**src/rtl/swctl_pkg.sv**
```systemverilog
package swctl_pkg;
  parameter int unsigned SWCTL_CHANNELS = 8;
  parameter int unsigned SWCTL_SYNC     = 2;
  // index of each control input in the synchroniser bank
  parameter int unsigned IDX_SCLK  = 0;
  parameter int unsigned IDX_DATA  = 1;
  parameter int unsigned IDX_HOLD  = 2;
  parameter int unsigned IDX_CLEAR = 3;
  parameter int unsigned NUM_CTL   = 4;
endpackage

```
**src/rtl/swctl_sync.sv**
```systemverilog
module swctl_sync #(
  parameter int unsigned STAGES = 2
) (
  input  logic clk,
  input  logic rst,
  input  logic d,
  output logic q
);
  localparam int unsigned TOP = STAGES - 1;
  logic [TOP:0] chain;

  always_ff @(posedge clk) begin
    if (rst) chain <= '0;
    else begin
      chain[0] <= d;
      for (int i = 1; i <= int'(TOP); i++) chain[i] <= chain[i-1];
    end
  end

  assign q = chain[TOP];
endmodule

```
**src/rtl/swctl_shift.sv**
```systemverilog
module swctl_shift #(
  parameter int unsigned W = 8
) (
  input  logic         clk,
  input  logic         rst,
  input  logic         sclk_lvl,
  input  logic         din_lvl,
  output logic         rise,
  output logic [W-1:0] stage_q
);
  logic sclk_prev;

  assign rise = sclk_lvl & ~sclk_prev;

  always_ff @(posedge clk) begin
    if (rst) begin
      sclk_prev <= 1'b0;
      stage_q   <= '0;
    end else begin
      sclk_prev <= sclk_lvl;
      if (rise) stage_q <= {stage_q[W-2:0], din_lvl};
    end
  end
endmodule

```
**src/rtl/swctl_latch.sv**
```systemverilog
module swctl_latch #(
  parameter int unsigned W = 8
) (
  input  logic         clk,
  input  logic         rst,
  input  logic         hold,
  input  logic         clr,
  input  logic [W-1:0] d,
  output logic [W-1:0] q
);
  always_ff @(posedge clk) begin
    if (rst || clr) q <= '0;
    else if (!hold) q <= d;
  end
endmodule

```
**src/rtl/swctl_core.sv**
```systemverilog
module swctl_core
  import swctl_pkg::*;
#(
  parameter int unsigned CHANNELS = SWCTL_CHANNELS,
  parameter int unsigned SYNC     = SWCTL_SYNC
) (
  input  logic                clk,
  input  logic                rst,
  input  logic                ser_in,
  input  logic                shift_clk,
  input  logic                hold_en,
  input  logic                clear,
  output logic                ser_out,
  output logic [CHANNELS-1:0] sw_en
);
  localparam int unsigned LAST = CHANNELS - 1;

  logic [NUM_CTL-1:0] ctl_raw;
  logic [NUM_CTL-1:0] ctl_lvl;
  logic               sclk_rise;
  logic               hold_lvl;
  logic               clr_lvl;
  logic [LAST:0]      stage_q;

  assign ctl_raw[IDX_SCLK]  = shift_clk;
  assign ctl_raw[IDX_DATA]  = ser_in;
  assign ctl_raw[IDX_HOLD]  = hold_en;
  assign ctl_raw[IDX_CLEAR] = clear;

  for (genvar g = 0; g < NUM_CTL; g++) begin : g_sync
    swctl_sync #(.STAGES(SYNC)) u_sync (
      .clk (clk),
      .rst (rst),
      .d   (ctl_raw[g]),
      .q   (ctl_lvl[g])
    );
  end

  assign hold_lvl = ctl_lvl[IDX_HOLD];
  assign clr_lvl  = ctl_lvl[IDX_CLEAR];

  swctl_shift #(.W(CHANNELS)) u_shift (
    .clk      (clk),
    .rst      (rst),
    .sclk_lvl (ctl_lvl[IDX_SCLK]),
    .din_lvl  (ctl_lvl[IDX_DATA]),
    .rise     (sclk_rise),
    .stage_q  (stage_q)
  );

  swctl_latch #(.W(CHANNELS)) u_latch (
    .clk  (clk),
    .rst  (rst),
    .hold (hold_lvl),
    .clr  (clr_lvl),
    .d    (stage_q),
    .q    (sw_en)
  );

  assign ser_out = stage_q[LAST];
endmodule

```
**config.mk**
```make
export PLATFORM = sky130hd
export DESIGN_NAME = swctl_core
export DESIGN_NICKNAME = d
export VERILOG_FILES = /design/src/rtl/swctl_pkg.sv /design/src/rtl/swctl_sync.sv /design/src/rtl/swctl_shift.sv /design/src/rtl/swctl_latch.sv /design/src/rtl/swctl_core.sv
export SDC_FILE = /design/constraint.sdc
export NUM_CORES = 1
export LEC_CHECK = 0
export ABC_AREA = 1
export CORE_MARGIN = 1
export CORE_UTILIZATION = 60
export DETAILED_ROUTE_END_ITERATION = 10
export DONT_BUFFER_PORTS = 1
export GPL_TIMING_DRIVEN = 0
export PLACE_DENSITY = 0.83
export SLEW_MARGIN = 20
export SYNTH_ARGS = -nofsm -noshare
export SYNTH_HDL_FRONTEND = slang
export SYNTH_SLANG_ARGS = --single-unit
```
**constraint.sdc**
```tcl
create_clock -name clk -period 2.2 [get_ports clk]
set_clock_uncertainty 0.05 [all_clocks]
set_input_delay 0.22 -clock clk [delete_from_list [all_inputs] [get_ports clk]]
set_output_delay 0.22 -clock clk [all_outputs]
set_load 0.1 [all_outputs]
```
== After elaboration in Yosys (flattened, before gate mapping) ==
Cells that the tools add are included.
Word-level totals
  flip-flop bits (word level): 25
  latch bits: 0
  bits in writable memories: 0
  bits in read-only memories: 0
  bits of input ports: 6
  output and inout bits: 9
  logic and storage cells: 10
  memories: 0
Operators by class
  add/sub/neg operators: 0
  $mul: 0
  div/mod/pow operators: 0
  order comparisons: 0
  eq/ne operators: 0
  shift-type cells: 0
  multiplexer cells: 0
  bitwise operators: 2
  reduce and logical (&&, ||, !) cells: 1
Operator list (count)
  1-bit AND: 1
  1-bit logical OR: 1
  1-bit inverter: 1

== Depth between registers and ports, before layout ==
  depth after elaboration: 2
  gate-level depth with buffers: 5
  mapped depth without buffers: 4

== By module ==
Synthesis repeated with hierarchy kept, for this count alone.
Second synthesis, totals
  cells, all modules: 130
  area, all modules: 960.9 sq um
Modules (own cells, without submodules)
  swctl_shift: times used 1, cells each 55, area each 382.9 sq um, seq. area each 180.2 sq um
  swctl_latch: times used 1, cells each 51, area each 357.8 sq um, seq. area each 160.2 sq um
  swctl_sync: times used 4, cells each 6, area each 55.1 sq um, seq. area each 40.0 sq um

== Worst setup path before layout ==
No wires, ideal clock.
  kind: register -> register
  start point: register, netlist name u_latch.q[7]
  end point: register u_latch.q[7]
  library setup time: 0.067 ns
  data arrival time: 1.226 ns
  required time: 2.083 ns
  slack: 0.857 ns
  stages on the path, launching flop included: 3
  buffers on the path: 0
  cell sequence: dfxtp_1 -> nand2_1 -> a21oi_2
RTL lines
  end signal: assignment: line swctl_latch.sv:12  | if (rst || clr) q <= '0;
  end signal: assignment: line swctl_latch.sv:13  | else if (!hold) q <= d;
  end: declaration: line swctl_latch.sv:9  | output logic [W-1:0] q

== Worst setup path in the final report ==
  start point: register u_shift.stage_q[7]
  end point: output ser_out
RTL lines
  start: declaration: line swctl_shift.sv:9  | output logic [W-1:0] stage_q
  start signal: assignment: line swctl_shift.sv:21  | if (rise) stage_q <= {stage_q[W-2:0], din_lvl};
  end: declaration: line swctl_core.sv:13  | output logic ser_out,
No word-level cell between the ends.

==> impl_metrics.ini <==
[yosys]
yosys.area.top_type = dfxtp_1
synthCells = 116
synth_xor_area_share_pct = 0
synth-compound-area-share_pct = 7.54
synth-simple-area-share_pct = 26.8
synth-seq-cells = 25
ys_top_cells_by_area = dfxtp_1 (54%), nand2_1 (9.7%), nor2_1 (8.9%)
ys_types = 13
synthAdderAreaFrac_pct = 0
syn-cell-area_um2 = 930
yosysSeqAreaShare_pct = 53.8
yosys_warnings = 0
synth_top_area_share_pct = 53.8
synthMuxAreaShare_pct = 0
syn_avg_cell_area_um2 = 8.01
synth_nets = 122
synth_top_family_by_area = simple AND/OR/NAND/NOR gates

[sta]
maxSlewViolCount = 0
timing.fmax_mhz = 634
post-route-period-util_pct = 71.7
timing.final.ws_setup_ns = 0.622
fin_crit_ns = 1.58
hold_viol = 0
grt_setup_unrepaired = false
worstMarginPinSlew_ns = 0.984
slew_headroom_pct = 34.3
finalSetupTns_ns = 0
final-setup-viol-count = 0

[grt]
grt_overflow = 0
grt_pass1_vias = 508
grt_first_pass_wirelength_um = 1950
grt_max_degree = 16
grt.total_usage_pct = 18.4
antenna_found_initial = 0

[floorplan]
die_x_um = 41.4
std_cell_rows = 13
dieHeight_um = 41.4
pin_count = 15
core_area_um2 = 1370
die_area_um2 = 1710
initial_utilization_pct = 68.0

[min_path]
hp-start = rst
hold_class = primary input to flop

[place]
place.gp.congestion = 0.777
dpl-instance-area_um2 = 948
port_buffers = 0
dp.cells = 131
pre_cts_slack_ns = 0.800
dpl.hpwl_um = 988

[pwr]
switching_share_pct = 27.3
p_int_w = 0.000568
p_seq_share_pct = 66.2
p_leak_nw = 0.408
power_density_nw_per_um2 = 767
pwr-share-clk_pct = 25.6
p_sw_w = 0.000213
vdd_drop_max_uv = 519
comb_power_share_pct = 8.2

[clock_network]
cts_max_level = 1
cts_tree = done
clock-root-buffer = clkbuf_4
numCtsBuffers = 3
hold_buffers = 4
cts_resized = 0
cts_setup_buffers = 0
clk_pin_slew_ns = 0.13
clockBufferDepth = 2
clk_latency_ns = 0.31
cts.sink_count = 25

[worst_setup_path]
crit_required_ns = 1.93
crit_arrival_ns = 1.31
critPathLaunchType = flop
critPathMaxFanout = 3
crit_path_end_kind = output pin
cp-startpoint = u_shift.stage_q[7]
reg2reg_from = u_latch.q[6]
crit_type = flop to output pin

[cells_and_area]
area_growth_pct = 9.56
fin_cells = 139
drive_gt1_share_pct = 19.4
layout.nets = 131
diodes = 0
register_area_um2 = 500
multi_input_area_um2 = 319
post-route-cell-area_um2 = 1020
n_fill_cell = 105

[drt]
wire_per_inst_um = 9.80
via_per_inst = 4.74
drc = 0
vias = 659
dr.first_iter.drc_count = 7
routed_wl_um = 1360
dr.pass1.iters = 4
postRouteAntennaNets = 0

[outcome]
outcome = finished clean

[run]
maxCapViolCount = 0
[routing by layer]
| layer | routed length (µm) | vias up | share of wire, % | track usage (%) |
|---|---|---|---|---|
| met5 | 0 | - | 0 | 0 |
| met4 | 14 | 0 | 1.0 | 9.68 |
| met3 | 63 | 2 | 4.6 | 7.98 |
| met2 | 636 | 15 | 47 | 30.5 |
| met1 | 646 | 282 | 47 | 19.8 |
| li1 | - | 360 | - | - |
[power groups by stage]
stage | registers, W | logic [W] | clock network (W)
finish | 0.000517 | 0.0000640 | 0.000200
global placement | 0.000526 | 0.0000561 | 0
floorplan | 0.000525 | 0.0000508 | 0
detailed placement | 0.000527 | 0.0000586 | 0
CTS | 0.000517 | 0.0000643 | 0.000203
global route | 0.000520 | 0.0000725 | 0.000222
[stage by stage]
step / total power, W / util [%] / hold WS [ns]
after detailed placement: 0.000586 / 69.4 / 0.281
after CTS: 0.000785 / 74.5 / 0.132
after global routing: 0.000815 / 74.5 / 0.139
final: 0.000781 / 74.5 / 0.134
after floorplan: 0.000575 / - / 0.277
after global placement: 0.000583 / 69.4 / 0.277
[cell families after synthesis]
family                 after synthesis
buffers and inverters               24
AOI/OAI and AO/OA                    8
and+or+nand+nor                     59
DFF                                 25
[worst paths after layout]
| kind | to | slack, ns | cells past startpoint |
|---|---|---|---|
| setup / recovery | ser_out | 0.62 | 0 |
| hold / removal | g_sync[2].u_sync.chain[1] | 0.13 | 2 |
| setup reg to reg | u_latch.q[6] | 0.77 | 2 |
| hold reg to reg | g_sync[2].u_sync.chain[1] | 0.36 | 2 |
[cell usage in the layout (no fill, tap or decap), drive strengths merged]
master	n
nand3	8
dlygate4sd3	4
or2	1
nor2	26
nand2	24
buf	4
dfxtp	25
a21oi	8
inv	20
clkbuf	3
clkinvlp	1
[state kept, by name, indices dropped and copies added, names as in the netlist]
signal,cells
u_shift.sclk_prev,1
u_latch.q,8
u_shift.stage_q,8
g_sync.u_sync.chain,8
[synth_stat cells]
master,count
or2_1,1
nor2_1,22
inv_1,16
dfxtp_1,25
nor2_4,1
nand3_1,8
inv_4,1
nor2_2,3
buf_6,2
nand2_1,24
inv_2,3
buf_2,2
a21oi_2,8
[cell type report]
type	instances	area share [%]
well taps	15	1.84
clock buffers	3	2.21
flip-flops and latches	25	49.1
repair buffers	4	3.93
clock inverters	1	0.737
plain buffers	4	3.19
inverters	20	7.62
multi-input cells	67	31.3
(Power assumes the default switching activity.)
